==> src/rtl/dac_bank_pkg.sv <==
package dac_bank_pkg;
  localparam int WORD_W = 16;

  typedef enum logic [1:0] {
    OP_STAGE      = 2'd0,
    OP_PROMOTE    = 2'd1,
    OP_STAGE_PROM = 2'd2,
    OP_NONE       = 2'd3
  } dac_op_e;
endpackage

==> src/rtl/dac_sync2.sv <==
module dac_sync2 #(
  parameter logic RST_VAL = 1'b0
) (
  input  logic clk,
  input  logic arst_n,
  input  logic d,
  output logic q
);
  logic meta;

  always_ff @(posedge clk or negedge arst_n) begin
    if (!arst_n) begin
      meta <= RST_VAL;
      q    <= RST_VAL;
    end else begin
      meta <= d;
      q    <= meta;
    end
  end
endmodule

==> src/rtl/dac_clear_ctrl.sv <==
module dac_clear_ctrl #(
  parameter int GUARD_CYCLES = 4
) (
  input  logic clk,
  input  logic rst_n,
  input  logic clr_n,
  output logic bank_rst_n,
  output logic abort,
  output logic guard_busy
);
  localparam int CNT_W = (GUARD_CYCLES < 1) ? 1 : $clog2(GUARD_CYCLES + 1);

  logic             any_clear_n;
  logic [CNT_W-1:0] guard_cnt;

  assign any_clear_n = rst_n & clr_n;

  // asynchronous assertion, release after two clock edges
  dac_sync2 #(.RST_VAL(1'b0)) u_rel (
    .clk    (clk),
    .arst_n (any_clear_n),
    .d      (1'b1),
    .q      (bank_rst_n)
  );

  always_ff @(posedge clk or negedge bank_rst_n) begin
    if (!bank_rst_n)
      guard_cnt <= CNT_W'(GUARD_CYCLES);
    else if (guard_cnt != '0)
      guard_cnt <= guard_cnt - 1'b1;
  end

  assign abort      = ~bank_rst_n;
  assign guard_busy = (guard_cnt != '0);
endmodule

==> src/rtl/dac_cmd_decode.sv <==
module dac_cmd_decode
  import dac_bank_pkg::*;
#(
  parameter int NCH    = 4,
  parameter int CODE_W = 12,
  localparam int CHW   = $clog2(NCH)
) (
  input  logic              fire,
  input  logic [1:0]        op,
  input  logic [CHW:0]      chan,
  input  logic [WORD_W-1:0] data,
  output logic [NCH-1:0]    stage_we,
  output logic [NCH-1:0]    prom_data,
  output logic [NCH-1:0]    prom_stage,
  output logic [CODE_W-1:0] code
);
  dac_op_e op_e;
  logic    unused_low_bits;

  assign op_e            = dac_op_e'(op);
  assign code            = data[WORD_W-1 -: CODE_W];
  assign unused_low_bits = ^data[WORD_W-1-CODE_W:0];

  for (genvar i = 0; i < NCH; i++) begin : g_dec
    logic hit;
    assign hit           = fire && (chan[CHW] || (chan[CHW-1:0] == CHW'(i)));
    assign stage_we[i]   = hit && (op_e == OP_STAGE || op_e == OP_STAGE_PROM);
    assign prom_data[i]  = hit && (op_e == OP_STAGE_PROM);
    assign prom_stage[i] = hit && (op_e == OP_PROMOTE);
  end
endmodule

==> src/rtl/dac_channel_reg.sv <==
module dac_channel_reg #(
  parameter int CODE_W = 12
) (
  input  logic              clk,
  input  logic              arst_n,
  input  logic              stage_we,
  input  logic              prom_data,
  input  logic              prom_stage,
  input  logic              bulk_load,
  input  logic [CODE_W-1:0] din,
  output logic [CODE_W-1:0] act_q
);
  logic [CODE_W-1:0] stage_q;

  always_ff @(posedge clk or negedge arst_n) begin
    if (!arst_n)
      stage_q <= '0;
    else if (stage_we && !bulk_load)
      stage_q <= din;
  end

  // bulk load wins over any request
  always_ff @(posedge clk or negedge arst_n) begin
    if (!arst_n)
      act_q <= '0;
    else if (bulk_load)
      act_q <= stage_q;
    else if (prom_data)
      act_q <= din;
    else if (prom_stage)
      act_q <= stage_q;
  end
endmodule

==> src/rtl/dac_code_bank.sv <==
module dac_code_bank
  import dac_bank_pkg::*;
#(
  parameter int NCH          = 4,
  parameter int CODE_W       = 12,
  parameter int GUARD_CYCLES = 4,
  localparam int CHW         = $clog2(NCH)
) (
  input  logic                  clk,
  input  logic                  rst_n,
  input  logic                  clr_n,
  input  logic                  ldac_n,
  input  logic                  cmd_valid,
  output logic                  cmd_ready,
  input  logic [1:0]            cmd_op,
  input  logic [CHW:0]          cmd_chan,
  input  logic [WORD_W-1:0]     cmd_data,
  output logic                  cmd_abort,
  output logic [NCH*CODE_W-1:0] dac_code_o
);
  logic              bank_rst_n;
  logic              guard_busy;
  logic              load_act;
  logic              fire;
  logic [NCH-1:0]    stage_we;
  logic [NCH-1:0]    prom_data;
  logic [NCH-1:0]    prom_stage;
  logic [CODE_W-1:0] code;

  dac_clear_ctrl #(.GUARD_CYCLES(GUARD_CYCLES)) u_clr (
    .clk        (clk),
    .rst_n      (rst_n),
    .clr_n      (clr_n),
    .bank_rst_n (bank_rst_n),
    .abort      (cmd_abort),
    .guard_busy (guard_busy)
  );

  dac_sync2 #(.RST_VAL(1'b0)) u_ldsync (
    .clk    (clk),
    .arst_n (rst_n),
    .d      (~ldac_n),
    .q      (load_act)
  );

  assign cmd_ready = bank_rst_n & ~guard_busy & ~load_act;
  assign fire      = cmd_valid & cmd_ready;

  dac_cmd_decode #(.NCH(NCH), .CODE_W(CODE_W)) u_dec (
    .fire       (fire),
    .op         (cmd_op),
    .chan       (cmd_chan),
    .data       (cmd_data),
    .stage_we   (stage_we),
    .prom_data  (prom_data),
    .prom_stage (prom_stage),
    .code       (code)
  );

  for (genvar i = 0; i < NCH; i++) begin : g_ch
    dac_channel_reg #(.CODE_W(CODE_W)) u_reg (
      .clk        (clk),
      .arst_n     (bank_rst_n),
      .stage_we   (stage_we[i]),
      .prom_data  (prom_data[i]),
      .prom_stage (prom_stage[i]),
      .bulk_load  (load_act),
      .din        (code),
      .act_q      (dac_code_o[i*CODE_W +: CODE_W])
    );
  end
endmodule

==> config.mk <==
export PLATFORM = sky130hd
export DESIGN_NAME = dac_code_bank
export DESIGN_NICKNAME = d
export VERILOG_FILES = /design/src/rtl/dac_bank_pkg.sv /design/src/rtl/dac_sync2.sv /design/src/rtl/dac_clear_ctrl.sv /design/src/rtl/dac_cmd_decode.sv /design/src/rtl/dac_channel_reg.sv /design/src/rtl/dac_code_bank.sv
export SDC_FILE = /design/constraint.sdc
export NUM_CORES = 1
export LEC_CHECK = 0
export BUFFER_PORTS_ARGS = -buffer_cell sky130_fd_sc_hd__buf_2
export CORE_ASPECT_RATIO = 1.4
export CORE_MARGIN = 4
export CORE_UTILIZATION = 51
export CTS_CLUSTER_DIAMETER = 60
export CTS_CLUSTER_SIZE = 20
export DETAILED_ROUTE_END_ITERATION = 12
export PLACE_DENSITY = 0.83
export SLEW_MARGIN = 20
export SYNTH_ARGS = -nofsm -noshare
export SYNTH_HDL_FRONTEND = slang
export SYNTH_SLANG_ARGS = --single-unit
export TNS_END_PERCENT = 50
==> constraint.sdc <==
create_clock -name clk -period 3.3 [get_ports clk]
set_input_delay 0.495 -clock clk [delete_from_list [all_inputs] [get_ports clk]]
set_output_delay 0.495 -clock clk [all_outputs]
set_load 0.01 [all_outputs]
=== Word-level counts from Yosys, hierarchy flattened ===
Index checks and enable logic that the tools add are counted.

* Bits in registers: 103
* Output and inout port bits: 50

* Add/subtract/negate cells: 1
* Eq/ne operators: 5
* Mux-type cells: 12
* Bitwise logic cells: 8
* Reduce and logical (&&, ||, !) cells: 33

{| class="wikitable"
|+ Operator list
! operator !! count
|-
| 2-to-1 mux 12 bit || 12
|-
| logical AND 1 bit || 20
|-
| nonzero test 3 bit || 5
|-
| == test 2 bit (second input constant) || 3
|-
| logical OR 1 bit || 5
|-
| AND 1 bit || 4
|-
| == test 2 x 1 -> 1 bit (second input constant) || 2
|-
| zero test 2 bit || 2
|-
| NOT 1 bit || 4
|-
| subtractor 3 x 1 -> 3 bit (second input constant) || 1
|-
| zero test 1 bit || 1
|}

=== Longest topological paths before layout ===
* Word-level depth: 10
* Gate-level depth with buffers: 9
* Depth with buffers taken out: 6

=== Cells and area by module ===
A second synthesis with hierarchy kept.

* Cell total of the unflattened synthesis: 434
* Area, all modules: 5,412.7 um^2

{| class="wikitable"
|+ Modules (own cells, without submodules)
! module !! times used !! cells each !! area each (um^2) !! seq. area each (um^2)
|-
| dac_channel_reg || 4 || 95 || 1,229.9 || 600.6
|-
| dac_cmd_decode || 1 || 32 || 195.2 || 0.0
|-
| dac_clear_ctrl || 1 || 15 || 173.9 || 76.3
|-
| dac_sync2 || 2 || 2 || 50.0 || 50.0
|-
| dac_code_bank || 1 || 3 || 23.8 || 0.0
|}

=== Worst setup path before layout ===
OpenSTA, ideal clock, no wires.

* Kind: flip-flop to flip-flop
* From: register u_clr.u_rel.q
* To: register g_ch[1].u_reg.act_q[0]
* Library setup time: 0.125 ns
* Arrival: 3.877 ns
* Required time: 3.175 ns
* Path slack: -0.702 ns
* Stages on the path, launching flop included: 7
* Path buffers: 2
* Cells stage by stage: dfrtp_1 -> and4bb_1 -> buf_6 -> o2111ai_1 -> nand2b_1 -> buf_2 -> mux2_2

* Cells in the longest elaborated chain, start to end: 7
* Elaborated cells between the ends (all ways): 9
* Classes of those cells: mux (2); bitwise (3); reduce/logical (4)

{| class="wikitable"
|+ Ends and longest elaborated chain
! element !! RTL line !! RTL
|-
| start, declared || dac_sync2.sv:7 || <nowiki>output logic q</nowiki>
|-
| start signal, assigned || dac_sync2.sv:17 || <nowiki>q <= meta;</nowiki>
|-
| AND 1 bit (*) (2 in series) || dac_code_bank.sv:46 || <nowiki>assign cmd_ready = bank_rst_n & ~guard_busy & ~load_act;</nowiki>
|-
| net cmd_ready || dac_code_bank.sv:14 || <nowiki>output logic cmd_ready,</nowiki>
|-
| AND 1 bit (*) || dac_code_bank.sv:47 || <nowiki>assign fire = cmd_valid & cmd_ready;</nowiki>
|-
| logical AND 1 bit (*) || dac_cmd_decode.sv:26 || <nowiki>assign hit = fire && (chan[CHW] || (chan[CHW-1:0] == CHW'(i)));</nowiki>
|-
| logical AND 1 bit || dac_cmd_decode.sv:28 || <nowiki>assign prom_data[i] = hit && (op_e == OP_STAGE_PROM);</nowiki>
|-
| 2-to-1 mux 12 bit || dac_channel_reg.sv:28 || <nowiki>else if (prom_data)</nowiki>
|-
| 2-to-1 mux 12 bit || dac_channel_reg.sv:26 || <nowiki>else if (bulk_load)</nowiki>
|-
| end signal, assigned || dac_channel_reg.sv:27 || <nowiki>act_q <= stage_q;</nowiki>
|-
| end signal, assigned || dac_channel_reg.sv:29 || <nowiki>act_q <= din;</nowiki>
|-
| end signal, assigned || dac_channel_reg.sv:31 || <nowiki>act_q <= stage_q;</nowiki>
|-
| end, declared || dac_channel_reg.sv:11 || <nowiki>output logic [CODE_W-1:0] act_q</nowiki>
|}

Mark *: on every way through the listed nets, which the timed path passes. The rest lies on a longest branch.
A chain may end at the register's enable or synchronous reset.

=== Worst setup path after layout ===
* From: register u_clr.guard_cnt[0]
* To: register g_ch[0].u_reg.act_q[1]

* Cells in the longest elaborated chain, start to end: 9
* Elaborated cells between the ends (all ways): 11
* Classes of those cells: mux (2); bitwise (4); reduce/logical (5)

{| class="wikitable"
|+ Ends and longest elaborated chain
! element !! RTL line !! RTL
|-
| start, declared || dac_clear_ctrl.sv:14 || <nowiki>logic [CNT_W-1:0] guard_cnt;</nowiki>
|-
| start signal, assigned || dac_clear_ctrl.sv:28 || <nowiki>guard_cnt <= CNT_W'(GUARD_CYCLES);</nowiki>
|-
| start signal, assigned || dac_clear_ctrl.sv:30 || <nowiki>guard_cnt <= guard_cnt - 1'b1;</nowiki>
|-
| nonzero test 3 bit (*) || dac_clear_ctrl.sv:34 || <nowiki>assign guard_busy = (guard_cnt != '0);</nowiki>
|-
| NOT 1 bit (*) || dac_code_bank.sv:46 ||
|-
| AND 1 bit (*) (2 in series) || dac_code_bank.sv:46 ||
|-
| AND 1 bit (*) || dac_code_bank.sv:47 ||
|-
| logical AND 1 bit (*) || dac_cmd_decode.sv:26 ||
|-
| logical AND 1 bit || dac_cmd_decode.sv:28 ||
|-
| 2-to-1 mux 12 bit || dac_channel_reg.sv:28 ||
|-
| 2-to-1 mux 12 bit || dac_channel_reg.sv:26 ||
|-
| end signal, assigned || dac_channel_reg.sv:27 ||
|-
| end signal, assigned || dac_channel_reg.sv:29 ||
|-
| end signal, assigned || dac_channel_reg.sv:31 ||
|-
| end, declared || dac_channel_reg.sv:11 ||
|}

Mark *: on every way between the ends. The rest lies on a longest branch, timed or not.

==> flow_summary.toml <==
[synth]
synth_cell_type_count = 33
syn-num-nets = 352
synth-edff-count = 0
ys_async_sr_fraction_pct = 100
synth_seq_area_share_pct = 55.6
synth_flop_cell = "dfrtp_1"
synth_seq_cells = 103
ys_warn_count = 0
syn_area_per_cell_um2 = 14.3
synth_area_um2 = 4640
postSynthCellCount = 324

[clock_tree]
insertion_delay_ns = 0.34
clockBufferDepth = 2
cts_tree = "done"
cts-resized-gates = 0
cts_root_buf = "clkbuf_16"
cts_max_level = 3
cts.sinks = 103
cts_buffers = 9
path_clk_slew_ns = 0.07

[critical_path]
r2r-end = "g_ch[0].u_reg.act_q[1]$_DFFE_PN0P_"
path_max_fanout = 12
worstPathArrival_ns = 2.66
crit_required_ns = 3.48
r2r-start = "u_clr.guard_cnt[0]$_DFFE_PN0P_"
worstRegToRegCells = 6
r2r_slack_ns = 0.82
start_kind = "flop"
path_class = "flop to flop"
endpoint_kind = "flop"

[sta]
tightest_slew_ns = 0.942
setup_violations = 0
fin_crit_sh_pct = 75.2
max-slew-margin-rel_pct = 37.2
rsz0062_at_grt = "false"
finalHoldViolCount = 0
fmax_ghz = 0.403
finalMaxSlewViolations = 0
period_needed_ns = 2.48
fin_setup_tns_ns = 0
skew_ns = 0.00724

[drt]
via_per_inst = 5.44
route.detailed.drc = 0
firstDrtPassIters = 4
antenna_left = 0
drt-total-wl_mm = 9.09
vias = 2726
drtIter0Drc = 203
post_drt_wl_per_cell_um = 18.1

[global_routing]
grt_max_degree = 77
grtUsageTotal_pct = 18.8
grt_overflow_total = 0
antenna_found_initial = 0
grt_pass1_wl_mm = 15.2
grt_pass1_vias = 2937

[floorplanning]
dieArea_um2 = 10700
io_pins = 76
rows = 40
die_w_um = 88.6
die-height_um = 121
start_util_pct = 53.2
core_area_um2 = 8710

[finish]
stdcell_area_um2 = 5310
fin_nets = 419
layout_common_cells = "dfrtp_1, buf_2, mux2_2"
final_layout_size_suffix_gt1_share_pct = 47.2
n_antenna_cell = 0
final_common_cell = "dfrtp_1"
area_growth_syn_to_layout_pct = 14.5

[placed_design]
portBuffers = 71
place_area_um2 = 4980
dp_hpwl_mm = 6.27
finalWeightedCongestion = 0.747

[run_status]
outcome = "finished clean"

[power]
peakVddDrop_v = 0.000283
power.density_nw_per_um2 = 671
p_leak_nw = 2.47

[flow_run]
cap_violations = 0

[hold_path]
worstHoldPathType = "primary input to async pin"
-- sequential cells by signal, indices dropped and copies added, names as in the netlist --
signal              cells
u_clr.guard_cnt         3
u_ldsync.q              1
u_clr.u_rel.q           1
g_ch.u_reg.stage_q     48
u_ldsync.meta           1
u_clr.u_rel.meta        1
g_ch.u_reg.act_q       48
-- metrics by stage --
stage	setup slack, ns	cells	hold WS [ns]	utilization [%]	total power, mW
CTS	0.790	501	0.0237	61.0	3.61
finish	0.818	501	0.0319	61.0	3.56
detailed placement	0.828	484	0.238	57.2	2.48
floorplan	0.361	324	0.199	-	2.20
global route	0.651	501	0.0353	61.0	3.76
global placement	0.823	484	0.230	57.2	2.44
-- metal layers --
layer | vias up | GRT usage (%) | wire length, um
li1 | 1283 | - | -
met1 | 1383 | 23.8 | 3760
met2 | 50 | 31.6 | 4830
met3 | 10 | 4.50 | 380
met4 | 0 | 5.77 | 123
met5 | - | 0 | 0
-- worst max path at each step --
stage	startpoint	endpoint	slack, ns	cells past startpoint
floorplan	u_clr.u_rel.q$_DFF_PN0_	g_ch[1].u_reg.act_q[0]$_DFFE_PN0P_	0.36	6
global placement	u_clr.u_rel.q$_DFF_PN0_	g_ch[0].u_reg.act_q[1]$_DFFE_PN0P_	0.82	4
detailed placement	u_clr.u_rel.q$_DFF_PN0_	g_ch[0].u_reg.act_q[1]$_DFFE_PN0P_	0.83	4
CTS	u_clr.u_rel.q$_DFF_PN0_	g_ch[0].u_reg.act_q[1]$_DFFE_PN0P_	0.79	4
global route	u_clr.u_rel.q$_DFF_PN0_	g_ch[0].u_reg.act_q[1]$_DFFE_PN0P_	0.65	4
finish	u_clr.guard_cnt[0]$_DFFE_PN0P_	g_ch[0].u_reg.act_q[1]$_DFFE_PN0P_	0.82	6
-- where the power goes --
group	leakage (nW)	internal, mW	switching [mW]	total (mW)
Clock	0.148	0.662	0.448	1.11
Sequential	1.24	1.55	0.153	1.70
Combinational	1.08	0.419	0.331	0.749
Total	2.47	2.63	0.932	3.56
-- area by class of cell --
type | count | area (um^2)
clock buffers | 10 | 229
clock inverters | 6 | 85.1
fillers | 703 | 3400
inverters | 4 | 15.0
multi-input cells | 200 | 1890
flip-flops and latches | 103 | 2580
well taps | 105 | 131
repair buffers | 73 | 373
-- cells in the mapped netlist (2+ instances only) --
cell type | number | area share [%]
buf_6 | 8 | 1.9
inv_1 | 4 | 0.32
mux2_2 | 69 | 17
nand2b_1 | 4 | 0.54
nor2_1 | 25 | 2.0
o211ai_4 | 2 | 0.92
mux2_4 | 20 | 6.5
o21ai_2 | 2 | 0.38
o2111ai_1 | 2 | 0.38
a21oi_1 | 25 | 2.7
a41o_1 | 2 | 0.43
nand2_2 | 2 | 0.27
dfrtp_1 | 102 | 55
mux2_1 | 7 | 1.7
and3_1 | 2 | 0.27
mux2i_1 | 25 | 5.4
ha_1 | 2 | 0.54
buf_2 | 5 | 0.54
clkbuf_1 | 2 | 0.16
-- critical path, cell delays in order, from the launching register on --
cell and delay, ns:
dfrtp_1 0.36, inv_1 0.12, ha_1 0.20, and4bb_1 0.47, and3_1 0.76, mux2i_1 0.31
a21oi_1 0.10
-- timing repair --
action | 4_1_cts | 5_1_grt
hold buffers | 1 | 0
setup buffers | 0 | 0
endpoints found under the hold margin | 2 | 0
-- cells by family after synthesis --
| family | Yosys count | share of synthesized area [%] |
|---|---|---|
| DFF | 103 | 55.6 |
| AOI/OAI and AO/OA | 35 | 5.21 |
| muxes | 121 | 30.3 |
| other | 1 | 0.0809 |
| adders and majority gates | 2 | 0.540 |
| and+or+nand+nor | 39 | 4.29 |
| buffers and inverters | 21 | 3.56 |
| xor gates and xnor gates | 2 | 0.378 |
No activity file was read; power rests on OpenSTA's default activity.
